==> src/rtl/lpd_pkg.sv <==
package lpd_pkg;
   typedef enum logic [1:0] {
      MODE_WAIT = 2'd0,
      MODE_LINK = 2'd1,
      MODE_RPT  = 2'd2
   } lpd_mode_e;
endpackage

==> src/rtl/lpd_sync.sv <==
module lpd_sync #(
   parameter int STAGES = 2
) (
   input  logic clk,
   input  logic rst_n,
   input  logic d,
   output logic q
);
   logic [STAGES-1:0] chain;

   generate
      if (STAGES < 2) begin : g_bad_depth
         $error("lpd_sync: STAGES must be at least 2");
      end
   endgenerate

   always_ff @(posedge clk or negedge rst_n) begin
      if (!rst_n) chain <= '0;
      else        chain <= {chain[STAGES-2:0], d};
   end

   assign q = chain[STAGES-1];
endmodule

==> src/rtl/lpd_phase_timer.sv <==
module lpd_phase_timer #(
   parameter int MAX_CYC = 200,
   parameter int CNT_W   = 8
) (
   input  logic             clk,
   input  logic             rst_n,
   input  logic             en,
   input  logic             lvl_in,
   output logic             edge_evt,
   output logic             edge_from_high,
   output logic [CNT_W-1:0] edge_len,
   output logic             long_evt,
   output logic             long_high
);
   localparam logic [CNT_W-1:0] CAP = CNT_W'(MAX_CYC);

   logic             primed;
   logic             full;
   logic             lvl;
   logic [CNT_W-1:0] cnt;
   logic             chg;

   assign chg            = en && primed && (lvl_in != lvl);
   assign edge_evt       = chg && full;
   assign edge_from_high = lvl;
   assign edge_len       = cnt;
   assign long_evt       = en && primed && !chg && (cnt == CAP);
   assign long_high      = lvl;

   always_ff @(posedge clk or negedge rst_n) begin
      if (!rst_n) begin
         primed <= 1'b0;
         full   <= 1'b0;
         lvl    <= 1'b0;
         cnt    <= '0;
      end else if (!en) begin
         primed <= 1'b0;
         full   <= 1'b0;
         lvl    <= 1'b0;
         cnt    <= '0;
      end else if (!primed) begin
         primed <= 1'b1;
         lvl    <= lvl_in;
         cnt    <= CNT_W'(1);
      end else if (chg) begin
         full   <= 1'b1;
         lvl    <= lvl_in;
         cnt    <= CNT_W'(1);
      end else if (cnt <= CAP) begin
         cnt    <= cnt + CNT_W'(1);
      end
   end


   lvl_follow_chk: assert property (@(posedge clk) disable iff (!rst_n)
      (en && primed && (lvl_in != lvl)) |=> (lvl == $past(lvl_in)));
endmodule

==> src/rtl/lpd_classifier.sv <==
module lpd_classifier
   import lpd_pkg::*;
#(
   parameter int MIN_CYC = 18,
   parameter int MAX_CYC = 200,
   parameter int CNT_W   = 8
) (
   input  logic             clk,
   input  logic             rst_n,
   input  logic             en,
   input  logic             edge_evt,
   input  logic             edge_from_high,
   input  logic [CNT_W-1:0] edge_len,
   input  logic             long_evt,
   input  logic             long_high,
   output lpd_mode_e        mode
);
   localparam logic [CNT_W-1:0] LO_LIM = CNT_W'(MIN_CYC);
   localparam logic [CNT_W-1:0] HI_LIM = CNT_W'(MAX_CYC);

   lpd_mode_e mode_nx;
   logic      hi_ok, hi_ok_nx;
   logic      too_short, too_long;

   assign too_short = edge_len < LO_LIM;
   assign too_long  = edge_len > HI_LIM;

   always_comb begin
      mode_nx  = mode;
      hi_ok_nx = hi_ok;
      if (!en) begin
         mode_nx  = MODE_WAIT;
         hi_ok_nx = 1'b0;
      end else if (long_evt) begin
         mode_nx  = long_high ? MODE_LINK : MODE_RPT;
         hi_ok_nx = 1'b0;
      end else if (edge_evt) begin
         if (too_short || (too_long && !edge_from_high)) begin
            mode_nx  = MODE_RPT;
            hi_ok_nx = 1'b0;
         end else if (edge_from_high) begin
            hi_ok_nx = !too_long;
         end else if (hi_ok) begin
            mode_nx  = MODE_LINK;
         end
      end
   end

   always_ff @(posedge clk or negedge rst_n) begin
      if (!rst_n) begin
         mode  <= MODE_WAIT;
         hi_ok <= 1'b0;
      end else begin
         mode  <= mode_nx;
         hi_ok <= hi_ok_nx;
      end
   end


   idle_when_off_chk: assert property (@(posedge clk) disable iff (!rst_n)
      !en |=> (mode == MODE_WAIT));

   short_phase_chk: assert property (@(posedge clk) disable iff (!rst_n)
      (en && edge_evt && (edge_len < LO_LIM)) |=> (mode == MODE_RPT));

   long_high_chk: assert property (@(posedge clk) disable iff (!rst_n)
      (en && long_evt && long_high) |=> (mode == MODE_LINK));

   long_low_chk: assert property (@(posedge clk) disable iff (!rst_n)
      (en && long_evt && !long_high) |=> (mode == MODE_RPT));

   link_rise_chk: assert property (@(posedge clk) disable iff (!rst_n)
      $rose(mode == MODE_LINK) |->
         $past(long_evt && long_high) || $past(edge_evt && !edge_from_high && hi_ok));
endmodule

==> src/rtl/link_presence_detector.sv <==
module link_presence_detector
   import lpd_pkg::*;
#(
   parameter int MIN_CYC     = 18,
   parameter int MAX_CYC     = 200,
   parameter int SYNC_STAGES = 2
) (
   input  logic clk,
   input  logic rst_n,
   input  logic enable,
   input  logic link_pwr_in,
   output logic link_active,
   output logic repeater_mode
);
   localparam int CNT_W = $clog2(MAX_CYC + 2);

   generate
      if (MIN_CYC < 1) begin : g_bad_min
         $error("link_presence_detector: MIN_CYC must be at least 1");
      end
      if (MAX_CYC < MIN_CYC) begin : g_bad_max
         $error("link_presence_detector: MAX_CYC must not be below MIN_CYC");
      end
   endgenerate

   logic             lvl_s;
   logic             edge_evt, edge_from_high, long_evt, long_high;
   logic [CNT_W-1:0] edge_len;
   lpd_mode_e        mode;

   lpd_sync #(.STAGES(SYNC_STAGES)) u_sync (
      .clk(clk), .rst_n(rst_n), .d(link_pwr_in), .q(lvl_s)
   );

   lpd_phase_timer #(.MAX_CYC(MAX_CYC), .CNT_W(CNT_W)) u_timer (
      .clk(clk), .rst_n(rst_n), .en(enable), .lvl_in(lvl_s),
      .edge_evt(edge_evt), .edge_from_high(edge_from_high), .edge_len(edge_len),
      .long_evt(long_evt), .long_high(long_high)
   );

   lpd_classifier #(.MIN_CYC(MIN_CYC), .MAX_CYC(MAX_CYC), .CNT_W(CNT_W)) u_class (
      .clk(clk), .rst_n(rst_n), .en(enable),
      .edge_evt(edge_evt), .edge_from_high(edge_from_high), .edge_len(edge_len),
      .long_evt(long_evt), .long_high(long_high), .mode(mode)
   );

   assign link_active   = (mode == MODE_LINK);
   assign repeater_mode = (mode == MODE_RPT);
endmodule

==> config.mk <==
export PLATFORM = sky130hd
export DESIGN_NAME = link_presence_detector
export DESIGN_NICKNAME = d
export VERILOG_FILES = /design/src/rtl/lpd_pkg.sv /design/src/rtl/lpd_sync.sv /design/src/rtl/lpd_phase_timer.sv /design/src/rtl/lpd_classifier.sv /design/src/rtl/link_presence_detector.sv
export SDC_FILE = /design/constraint.sdc
export NUM_CORES = 1
export LEC_CHECK = 0
export CAP_MARGIN = 20
export CORE_ASPECT_RATIO = 0.9
export CORE_MARGIN = 1.5
export CORE_UTILIZATION = 50
export CTS_CLUSTER_DIAMETER = 40
export DETAILED_ROUTE_END_ITERATION = 16
export PLACE_DENSITY = 0.71
export SYNTH_ARGS = -nofsm -noshare
export SYNTH_HDL_FRONTEND = slang
export SYNTH_HIERARCHICAL = 1
export SYNTH_SLANG_ARGS = --single-unit
==> constraint.sdc <==
create_clock -name clk -period 7.4 [get_ports clk]
set_clock_uncertainty 0.05 [all_clocks]
set_input_delay 1.11 -clock clk [delete_from_list [all_inputs] [get_ports clk]]
set_output_delay 1.11 -clock clk [all_outputs]
set_load 0.02 [all_outputs]
=== Word level (Yosys, flattened, before mapping) ===
Index checks and enable logic that the tools add are counted.

* Add/sub/neg operators: 1
* Magnitude comparators: 3
* Multiplexer cells: 23
* Reduce and logical (&&, ||, !) cells: 13
* Eq/ne operators: 12

{| class="wikitable"
|+ Operators by type and width
! kind !! count
|-
| 8-bit 2-to-1 mux || 4
|-
| 2-bit 2-to-1 mux || 7
|-
| 1-bit 2-to-1 mux || 12
|-
| 8-bit by 1-bit adder with 8-bit output, second input constant || 1
|-
| 8-bit equality test, second input constant || 1
|-
| 8-bit greater-than comparator, second input constant || 1
|-
| 8-bit less-or-equal comparator, second input constant || 1
|-
| 8-bit by 5-bit < comparator with 1-bit output, second input constant || 1
|-
| 4-bit by 1-bit inequality test with 1-bit output, second input constant || 2
|-
| 1-bit logical AND || 6
|-
| 2-bit by 1-bit inequality test with 1-bit output, second input constant || 2
|-
| 4-bit by 3-bit inequality test with 1-bit output, second input constant || 1
|-
| 4-bit inequality test, second input constant || 1
|-
| 2-bit AND reduction || 2
|-
| 1-bit zero test || 3
|-
| 3-bit by 1-bit inequality test with 1-bit output, second input constant || 1
|-
| 3-bit inequality test, second input constant || 1
|-
| 3-bit AND reduction || 1
|-
| 2-bit by 1-bit equality test with 1-bit output, second input constant || 1
|-
| 2-bit equality test, second input constant || 1
|-
| 1-bit logical OR || 1
|-
| 1-bit inequality test || 1
|}

* Bits of input ports: 4
* Register bits after elaboration: 16
* Output and inout port bits: 2
* Logic and storage cells: 59

=== Depth between registers and ports, before layout ===
Gate-level depths: netlist of run 1.

* Word-level depth: 7
* Mapped depth: 8
* Mapped depth without buffers: 8

=== Modules after synthesis ===
The synthesis of run 1 kept the hierarchy.

{| class="wikitable"
|+ By module, submodules not included
! module !! sequential area each (um^2) !! cells each !! instances !! area each (um^2)
|-
| lpd_phase_timer || 275.3 || 61 || 1 || 611.8
|-
| lpd_classifier || 75.1 || 29 || 1 || 257.7
|-
| lpd_sync || 50.0 || 2 || 1 || 50.0
|-
| link_presence_detector || 0.0 || 2 || 1 || 15.0
|}

=== Worst setup path after synthesis of run 1 ===
Ideal clock, no wire load.

* Path type: input-to-reg
* Start: input enable
* End: register u_class.mode[0]
* Cell stages on the path: 6
* Setup slack: 4968 ps
* Path buffers: 0
* Data required time: 7286 ps
* Setup time: 64 ps
* Data arrival time: 2318 ps
* Path through: nand3_1 nor3_1 nor4_1 a22o_1 a211oi_1 mux2_4

* Longest elaborated chain between the ends: 7
* Elaborated cells on any way between the ends: 12
* Those cells by class: eq/ne: 3; mux: 2; reduce/logical: 7

{| class="wikitable"
|+ Ends and longest elaborated chain
! item !! line !! text
|-
| from (decl) || link_presence_detector.sv:10 || <nowiki>input logic enable,</nowiki>
|-
| 1-bit logical AND * || lpd_phase_timer.sv:23, lpd_phase_timer.sv:27 ||
|-
| 1-bit logical AND || lpd_phase_timer.sv:23 || <nowiki>assign chg = en && primed && (lvl_in != lvl);</nowiki>
|-
| 1-bit zero test || lpd_phase_timer.sv:27 || <nowiki>assign long_evt = en && primed && !chg && (cnt == CAP);</nowiki>
|-
| 1-bit logical AND * (2 in series) || lpd_phase_timer.sv:27 ||
|-
| named net long_evt || link_presence_detector.sv:27 || <nowiki>logic edge_evt, edge_from_high, long_evt, long_high;</nowiki>
|-
| 4-bit by 1-bit inequality test with 1-bit output (no source line), or another cell as far along || -- ||
|-
| 3-bit AND reduction (no source line) or 2-bit 2-to-1 mux (tied branches) || -- ||
|-
| to (signal assigned) || lpd_classifier.sv:54 || <nowiki>mode <= mode_nx;</nowiki>
|-
| to (decl) || lpd_classifier.sv:16 || <nowiki>output lpd_mode_e mode</nowiki>
|}

Mark *: on every way through the listed nets, which the timed path passes. The rest lies on a longest branch.
A chain may end at the register's enable or synchronous reset.

=== Final worst setup path of run 1 ===
Same ends and word-level chain as after synthesis.

==> metrics list, run 1 <==
- Minimum setup slack in the final design: between 4000 and 5000 ps
- In this run the power density over the cells is roughly 160 nW/um2.
- Synthesis produced 94 cells.
* Critical Path Start Type: input pin
- Area of the mapped netlist: between 900 and 1000 um2
* Last weighted congestion value of the routability-driven placer: 0.803
- CTS tree: built
* Share of the clock period used by the worst path: approximately two fifths
- Main synth FF type: dfrtp_1
* Antenna diode count: 0
* Yosys Warn Count: 6
- From synthesis to final layout, the design area changed by 10.0%.
- # IOs: 6
- Across all hold checks on the routed design, the worst slack comes to 305 ps.
- Total overflow reported by the global router: 0
* Post-synthesis cell type count: 44
- Antenna violations before repair: 0
* Final slew viol count: 0
* Mapped Avg Cell Area: around 9.9 um2
- Post-detailed-route count of antenna-violating nets: 0
* Instance area at placement: a little under 1000 um2
- For the worst-skew pair, the clock arrives at the later sink with an insertion delay of between 200 and 300 ps.
- Yosys mapped a number of flops with a built-in enable equal to 0.
- Launching instance or port of the critical path: enable
- Number of buffers created by CTS: 3
- Number of placement rows: 14
- After routing the design area is between 1000 and 1500 um2.
- CTS built an H-tree with a depth of 1.
* Clock root buffer: clkbuf_4
- Based on the critical path, the design can be clocked at up to ~0.33 GHz.
- Hold repair after CTS inserted 0 buffers.
- Across all layers, the routed design uses between 700 and 800 vias.
- Max-capacitance violation count: 0
* Maximum number of pins on one net before global-route repair: 17
* Half-perimeter wire length of the detailed placement result: 1.24 mm
- Global routing consumed, over all layers together, 18.8% of the routing resources.
- The share of synthesized area in the top cell type comes to a little over two fifths.
- Buffers added to address setup during post-CTS repair amount to 0.
- The worst register-to-register path begins at u_timer/edge_len[0]$_DFFE_PN0P_.
- Violation count after the first detailed-route iteration: 36
* Commonest cells post-synth: 16 x dfrtp_1, 8 x inv_1, 7 x nand3_1
* Starting density of the core: between 50% and 60%
- Total die area: ~2100 um2
- In this run, placement finished with an instance count of 120.
- In the synthesized netlist the async set-or-reset flop fraction comes to between 90% and 100%.
- Shortest period the worst path allows: between 3000 and 4000 ps
* Worst EP arrival: 3230 ps
* Die width: between 40 and 50 um
- The most common cell in the synthesized netlist is dfrtp_1.
* Worst slack at placement: 4060 ps
- The worst-case IR drop observed on VDD is 0.151 mV.
- Dividing the detail-routed wire length by the instance count gives ~14 um.
* Category of the critical setup timing path: input pin to flop
* Core Footprint: 1720 um2
* Number of standard cells in the layout, taps in and fillers out: approximately 120
- For the worst setup path, the data required time is 7580 ps.
* Top cells by area in the synthesized netlist: dfrtp_1 43%, nand3_1 3.7%, a21oi_1 3.2%
* Vias in the first global route: 665
* Tightest Pin Transition: roughly 800 ps
- Cells with a size suffix above 1 make up 14.0% of the layout.
- Synthesized netlist net count: 100
- Clock-pin slew was measured on the worst setup and hold paths at approximately 90 ps.
- No sink is reached through more buffers than the 2 on the longest clock path.
- Number of sinks on the clock net: 16
* # DRC: 0
- The analysis attributes to cell leakage a power of roughly 0.40 nW.
- The biggest area contributor in the post-synthesis netlist is dfrtp_1.
* Register bit total from synthesis: 16
* Setup tns final: 0 ps
* Nature of the critical path endpoint: flop
* First-pass GRT wire length: 3.10 mm
- Worst hold path class: flop to flop
- Post-route core utilization: 59.9%
- Setup repair after global routing left no endpoint under its margin.
- The run finished with clean final reports.
* Number of buffer cells added on primary ports: 5
- Via/cell ratio: ~6.2
- Y dimension of the die: 44.0 um
- Overall routed net length: around 1.8 mm
- Nets: about 110
- TritonRoute pass-1 iters: 4
- The final count of hold timing violations is 0.
- Of all nets on the critical path, the largest fanout is 8.
- Resize count post-CTS: 0
- Total setup violations reported at the end of the flow: 0
- After synthesis, flip-flops and latches occupy between 40% and 50% of the total area.
* Worst hold start: u_sync/chain[0]$_DFF_PN0_
* Total Power Consumption: ~0.16 mW
- Measured against its own limit, the worst slew margin works out to ~46%.
routing by layer:
metal	share of wire [%]	track usage (%)	vias to the layer above
met2	44	28.3	25
met1	49	26.7	373
li1	-	-	369
met4	2.1	8.57	0
met5	0	0	-
met3	4.4	4.05	4
cell families (layout without fill, tap and decap cells):
family | count (synthesis) | count (layout) | synth area share [%]
buf+inv | 11 | 17 | 5.62
compound gates | 30 | 30 | 25.0
flops | 16 | 16 | 42.8
fa+ha+maj | 2 | 2 | 2.68
simple gates | 33 | 33 | 21.3
mux | 1 | 1 | 1.61
xor+xnor | 1 | 1 | 0.937
area by class of cell:
type,instances,area (um2)
Fill cell,156,688
Multi-Input combinational cell,67,482
Sequential cell,16,400
Timing Repair Buffer,5,50.0
Clock buffer,4,36.3
Inverter,8,30.0
Tap cell,24,30.0
flip-flops by register name, summed over array words and instances (netlist names):
register	cells
u_class/mode	2
u_sync/chain	2
u_timer/full	1
u_class/hi_ok	1
u_timer/edge_from_high	1
u_timer/edge_len	8
u_timer/primed	1
worst paths after layout:
path	end	slack, ps	cells past startpoint
hold reg to reg	u_sync/chain[1]$_DFF_PN0_	310	0
min in group asynchronous	u_class/mode[1]$_DFFE_PN0P_	1200	1
hold / removal	u_sync/chain[1]$_DFF_PN0_	310	0
max in group asynchronous	u_timer/edge_len[2]$_DFFE_PN0P_	5650	1
setup / recovery	u_class/mode[0]$_DFFE_PN0P_	4340	7
setup reg to reg	u_class/mode[0]$_DFFE_PN0P_	4850	8
cells in the final DEF, fill, tap and decap left out, drive strengths merged:
cell,n
nor2b,2
nand3,7
ha,2
dfrtp,16
or3,1
o211ai,2
a311o,1
o31ai,4
nand4,1
xnor2,1
a22o,1
a31oi,1
o21a,1
mux2,1
o311a,2
inv,8
nor4,1
a211o,1
o311ai,1
nand2,2
o21ai,5
nor4bb,1
and2b,2
a211oi,2
clkdlybuf4s50,5
and2,2
nor2,4
nor4b,2
a21oi,7
or4,2
o2111ai,1
nor3,4
and3,1
o21ba,1
clkbuf,4
or4b,1
where the power goes:
group | internal [mW] | total (mW) | switching (mW)
Clock | 0.0299 | 0.0554 | 0.0255
Combinational | 0.00722 | 0.0162 | 0.00898
Sequential | 0.0901 | 0.0925 | 0.00246
Total | 0.127 | 0.164 | 0.0369
critical path, cell delays in order:
cell	delay [ps]
clkdlybuf4s50_1	590
nand3_1	300
nor3_1	530
nor4_1	90
a22o_1	230
a211oi_1	200
mux2_4	170
Power figures use the tool's default switching activity.
==> inputs of run 2 (changes only) <==
==> constraint.sdc (replaced) <==
create_clock -name clk -period 2.91 [get_ports clk]
set_clock_uncertainty 0.05 [all_clocks]
set_input_delay 0.4365 -clock clk [delete_from_list [all_inputs] [get_ports clk]]
set_output_delay 0.4365 -clock clk [all_outputs]
set_load 0.02 [all_outputs]
==> run 2 against run 1 <==
  * Total power rose to 2.6 times the previous value
  * Final cell count rose by 1.6%
  * Cell area rose by 1.5%
  * Die area did not move
  * Non-clock buffer count rose by 2
  * Combinational power rose to 2.6 times the previous value
  * Critical endpoint unchanged
==> metrics list, run 2 (same netlist as run 1, synthesis figures left out) <==
* Reg-to-Reg Start: u_timer/edge_len[0]$_DFFE_PN0P_
* Endpoint of the worst-slack reg-to-reg timing path: u_class/mode[0]$_DFFE_PN0P_
- Total overflow reported by the global router: 0
- Share of final-layout standard cells stronger than drive strength 1: 15.7%
- Final routed wire length divided by cell count: around 14 um
- At the pin with the least slew margin, the transition time is between 700 and 800 ps.
- For this block, the routed nets add up to about 1.8 mm of wire.
* Highest-count cells in the layout ignoring fill and taps: 16 x dfrtp_1, 8 x inv_1, 7 x nand3_1
* Antenna violations before repair: 0
* Worst-skew pair later-pin latency: roughly 290 ps
- For this run, design rule violations remaining after detail routing come to 0.
- Combined area of the multi-input logic cells: roughly 480 um2
- Pwr per Cell Area: between 400 and 500 nW/um2
* Half-perimeter wire length of the detailed placement result: roughly 1.2 mm
* Violation count after the first detailed-route iteration: 21
- Number of buffer cells added on primary ports: 5
- In this run the number of H-tree levels came out at 1.
- The first global-routing pass estimated between 3 and 4 mm of wire.
- Max-capacitance violation count: 0
- Data on the critical path arrives at its endpoint at approximately 2800 ps.
* Setup repair bufs after CTS: 0
- Total setup violations reported at the end of the flow: 0
* Proportion of power drawn by combinational gates: roughly a tenth
* Clk network pwr share: 34.9%
- Hold slack: approximately 300 ps
- Minimum setup slack in the final design: 306 ps
- In this run, flip-flops and latches consume a little under three fifths of the power.
- Entering global routing, the biggest net connects 17 pins.
- After detailed routing, the number of vias per cell comes to ~6.0.
* CTS tree: built
- Total GRT Usage: 20.9%
- Starting density of the core: between 50% and 60%
* Setup tns final: 0 ps
- Number of flip-flops under the largest register name: 8
- Worst vdd ir: about 0.36 mV
- Count of hold-fix buffers inserted at cts: 0
- The final route contains about 750 vias.
* # IOs: 6
* Shortest period the worst path allows: approximately 2600 ps
- After floorplanning, the core was sized to cover approximately 1700 um2.
- The internal portion of the total power is 0.325 mW.
- Row generation in the floorplan step produced 14 rows.
- Measured along the x axis, the die boundary spans just under 50 um.
- The flow ran to the end, and the final reports show no timing, DRC or antenna violations.
* Resize count post-CTS: 0
- Fill cells in the final layout number 169.
- The worst register-to-register path has a depth of 8.
- Clock Pin Slew Worst Setup and Hold Paths: 90 ps
- Net switching is about a quarter of the power.
* Worst hold path class: flop to flop
- Vias in the first global route: between 700 and 800
- Worst hold start: u_sync/chain[0]$_DFF_PN0_
- Worst Path Required: between 3000 and 4000 ps
* Worst slack at placement: ~330 ps
* Launching instance or port of the critical path: u_timer/edge_len[0]$_DFFE_PN0P_
- In this run the deepest clock path goes through 2 buffers.
- Final slew viol count: 0
* Instance area at placement: 1010 um2
- Layout overhead on the synthesized area: 11.6%
* Share of the clock period used by the worst path: between 80% and 90%
* Post-route design area: 1040 um2
* FF-to-FF setup slack: a little over 300 ps
* Hold Violations, Final: 0
- Setup repair after global routing left no endpoint under its margin.
- Nets: 109
- The tree is rooted in a clkbuf_4.
* Last weighted congestion value of the routability-driven placer: about 0.80
- Peak fanout along the critical path: 5
- The critical path in this run is classified as flop to flop.
- Post-detailed-route count of antenna-violating nets: 0
- Static timing analysis puts the maximum clock frequency at around 0.38 GHz.
- Hold worst-path end: u_sync/chain[1]$_DFF_PN0_
- NetSw: 0.101 mW
- In this run the static leakage power is 0.410 nW.
- From bottom edge to top edge, the die measures ~44 um.
* Worst hold path depth: 0
- The worst setup path is launched from a flop.
- The worst pin sits at a relative slew slack of 46.4%.
- Number of buffers created by CTS: 3
* Sequential standard cell area: about 400 um2
- Antenna diode count: 0
* Nature of the critical path endpoint: flop
- The first TritonRoute pass finished after 4 iterations.
* Total die area: 2140 um2
- The library cell used most frequently in the layout, excluding fill and tap cells, is dfrtp_1.
* Number of sinks on the clock net: 16
==> run 2: cell types whose count changed in the layout (fill, tap and decap cells not counted) <==
cell	before	now
buf_4	0	2
==> run 2: how the worst max path moves through the flow <==
stage / to / slack (ps) / cells after the start
after global routing: u_class/mode[0]$_DFFE_PN0P_ / 130 / 8
after CTS: u_class/mode[0]$_DFFE_PN0P_ / 330 / 8
after global placement: u_class/mode[0]$_DFFE_PN0P_ / 460 / 8
final: u_class/mode[0]$_DFFE_PN0P_ / 310 / 8
after floorplan: u_class/mode[0]$_DFFE_PN0P_ / 560 / 8
after detailed placement: u_class/mode[0]$_DFFE_PN0P_ / 330 / 8
==> run 2: through the flow <==
step	power [mW]	cells	util, %
3_5_place_dp	0.282	122	58.7
6_report	0.426	126	60.8
2_1_floorplan	0.264	94	-
5_1_grt	0.446	126	60.8
4_1_cts	0.433	126	60.8
3_3_place_gp	0.281	122	58.7
==> run 2: per-layer routing <==
metal / GRT usage [%] / routed length (um)
met1: 28.4 / 896
met2: 31.9 / 771
met3: 5.41 / 96
met4: 10.3 / 29
met5: 0 / 0
==> run 2: power groups by stage <==
stage	logic, mW	clock network, mW	registers [mW]
global route	0.0485	0.161	0.237
detailed placement	0.0426	0	0.240
CTS	0.0426	0.156	0.235
finish	0.0422	0.149	0.235
floorplan	0.0258	0	0.238
global placement	0.0415	0	0.239
==> run 2: layout make-up <==
cell class              instances  area share (%)
multi-input cells              67            46.2
repair buffers                  7            6.24
clock buffers                   4            3.48
inverters                       8            2.88
flip-flops and latches         16            38.4
well taps                      24            2.88
==> run 2: worst max-delay path, cell delays in order, from the launching register on <==
cell      delay (ps)
dfrtp_1          430
inv_1            100
ha_1             160
or4b_2           600
nor3_1           480
nor4_1           100
a22o_1           240
a211oi_1         220
mux2_4           180
==> inputs of run 3 (changes only) <==
--- a/config.mk
+++ b/config.mk
@@ -6,7 +6,6 @@
 export NUM_CORES = 1
 export LEC_CHECK = 0
 export CAP_MARGIN = 20
-export CORE_ASPECT_RATIO = 0.9
 export CORE_MARGIN = 1.5
 export CORE_UTILIZATION = 50
 export CTS_CLUSTER_DIAMETER = 40
==> run 3 against run 2 <==
  * Register-to-register slack got worse by 40 ps
  * Critical path depth stayed put
  * Die area about the same
  * Core utilization down 0.50 points
  * Clock power barely moved
  * Wire length grew 2.2%
  * First-iteration DRC count decreased by 9.5%
  * Sequential cell count unchanged
  * Fmax down 1.4%
==> metrics list, run 3 (same netlist as run 1, synthesis figures left out) <==
- met2 is the most crowded layer.
* Family with the most delay on the worst path: simple AND/OR/NAND/NOR gates
* Max Root-Sink Buffers: 2
- 0 antenna diodes ended up in the layout.
- Of the total power, registers draw between 50% and 60%.
- CP bufs+invs: 1
- In the global route stage, met1 resource usage came out at between 20% and 30%.
* Shortest period the worst path allows: approximately 2600 ps
- Number of buffers created by CTS: 3
* Count of hold-fix buffers inserted at cts: 0
- Vias in the first global route: ~700
- Total Power Consumption: 0.425 mW
* Setup tns final: 0 ps
* GR met2 Demand/Resource: a little under a third
- Clock root buffer: clkbuf_4
- Headroom to the max-slew limit came out at between 40% and 50%.
- In the final routed layout, each cell accounts on average for 14.3 um.
* Half-perimeter wire length of the detailed placement result: approximately 1.3 mm
* Antenna violations before repair: 0
* Die width: roughly 46 um
* Layout overhead on the synthesized area: 12.6%
- Number of fillers in the final layout: 158
- Result of the run: complete, no violations
* Resize count post-CTS: 0
- The final count of hold timing violations was 0.
- Instance count on the critical path: 8
- At the pin with the least slew margin, the transition time is about 760 ps.
- In this run the standard cell core region covers 1750 um2.
* Post-route design area: around 1100 um2
- NetSw: between 0.1 and 0.15 mW
- Slowest cell on the critical path: or4b_2
- For the worst setup path, the data arrival time is 2820 ps.
- Internal power consumption: about 0.32 mW
* Commonest non-fill, non-tap cell in the layout: dfrtp_1
* Peak fanout along the critical path: 5
* Hold slack: 322 ps
- Leakage power summed over all cells: 0.415 nW
* CTS tree: built
- During I/O placement, the number of pins put on the boundary was 6.
* Maximum level of the CTS H-tree: 1
* Clk network pwr share: a little over a third
* Met3 Resource Use GR: approximately 4.7%
- The worst setup path is captured at a flop.
* Worst hold path class: flop to flop
- Total die area: 2140 um2
- Y dimension of the die: around 46 um
- Number of buffer cells added on primary ports: 5
- Max-capacitance violation count: 0
- Of the cells placed in the final design, the portion with a size suffix greater than 1 is roughly 17%.
- Post-route core utilization: approximately 60%
- Combinational logic is responsible for approximately a tenth of the overall power.
- STA puts the critical path data required time at 3090 ps.
* Via count: about 760
- Setup repair bufs after CTS: 0
- Net Sw Frac: a little under a quarter
- Cell depth of the worst flop-to-flop path: 8
- # DRC: 0
- Clock-pin slew was measured on the worst setup and hold paths at ~90 ps.
- The first global-routing pass estimated around 3 mm of wire.
* Overall routed net length: ~1.8 mm
* Number of sinks on the clock net: 16
- Routability-driven placement finished with a final weighted congestion of roughly 0.72.
* Number of flip-flops under the largest register name: 8
* Post-detailed-route count of antenna-violating nets: 0
- Series of cell instances along the critical path: inv_1 > ha_1 > or4b_2 > nor3_1 > nor4_1 > a22o_1 > a211oi_1 > mux2_4
- Maximum number of pins on one net before global-route repair: 17
- Across the VDD grid, the largest voltage drop is between 0.2 and 0.3 mV.
- Starting density of the core: 53.5%
- Highest-count cells in the layout ignoring fill and taps: 16 x dfrtp_1, 8 x inv_1, 7 x nand3_1
- In this design, the stage delay of the slowest critical-path cell is about 610 ps.
- Instance area at placement: between 1000 and 1500 um2
- Violation count after the first detailed-route iteration: 19
- Dividing the detail-routed via count by the number of cells gives between 5 and 6.
- Before antenna repair, the detailed router went through 4 iterations.
- Setup repair after global routing left no endpoint under its margin.
* Highest clock frequency the design can meet: ~0.38 GHz
- Total setup violations reported at the end of the flow: 0
- The worst path uses between 90% and 100% of the clock period.
- Worst hold path depth: 0
- Power spread over the standard cell area amounts to between 400 and 500 nW/um2.
- Total GRT Usage: 20.9%
* Nets: between 100 and 150
- The later pin in the worst-skew pair is clocked with a latency of 280 ps.
- Category of the critical setup timing path: flop to flop
* Total overflow reported by the global router: 0
- Number of placement rows: 15
- The total count of max-transition violations in the final report was 0.
- Critical Path Start Type: flop
## run 3: changes by cell type in the layout (fill, tap and decap cells not counted), sizes merged
cell	delta
buf	+1
## run 3: power by group through the flow
stage          logic (mW)  registers [mW]  clock network, mW
2_1_floorplan      0.0258           0.238                  0
3_3_place_gp       0.0416           0.239                  0
3_5_place_dp       0.0420           0.240                  0
4_1_cts            0.0421           0.236              0.155
5_1_grt            0.0475           0.237              0.162
6_report           0.0420           0.236              0.147
## run 3: cell type report
class | instances | area, um2 | share of cell area [%]
timing repair buffer | 8 | 72.6 | 6.90
sequential | 16 | 400 | 38.0
clock buffer | 4 | 36.3 | 3.45
inverter | 8 | 30.0 | 2.85
multi-input combinational | 67 | 482 | 45.8
tap | 25 | 31.3 | 2.97
## run 3: worst reg2reg max path, stage by stage (launching register included)
cell      delay [ps]
dfrtp_1          440
inv_1             90
ha_1             160
or4b_2           610
nor3_1           460
nor4_1            90
a22o_1           230
a211oi_1         270
mux2_4           200
## run 3: final timing paths
kind                                                 start                         endpoint  slack (ps)
hold / removal                   u_sync/chain[0]$_DFF_PN0_        u_sync/chain[1]$_DFF_PN0_         320
setup reg to reg           u_timer/edge_len[0]$_DFFE_PN0P_      u_class/mode[0]$_DFFE_PN0P_         270
max in group asynchronous                            rst_n        u_class/hi_ok$_DFFE_PN0P_        1860
min in group asynchronous                            rst_n  u_timer/edge_len[3]$_DFFE_PN0P_         510
setup / recovery           u_timer/edge_len[0]$_DFFE_PN0P_      u_class/mode[0]$_DFFE_PN0P_         270
hold reg to reg                  u_sync/chain[0]$_DFF_PN0_        u_sync/chain[1]$_DFF_PN0_         320
## run 3: stage by stage
stage / std cells / setup WS, ps
after global routing: 128 / 107
after floorplan: 94 / 556
final: 128 / 270
after detailed placement: 124 / 285
after global placement: 124 / 438
after CTS: 128 / 261
## run 3: routing by layer
layer,vias to the layer above,wire length (um)
li1,373,-
met4,0,22
met1,362,833
met5,-,0
met2,27,890
met3,2,86
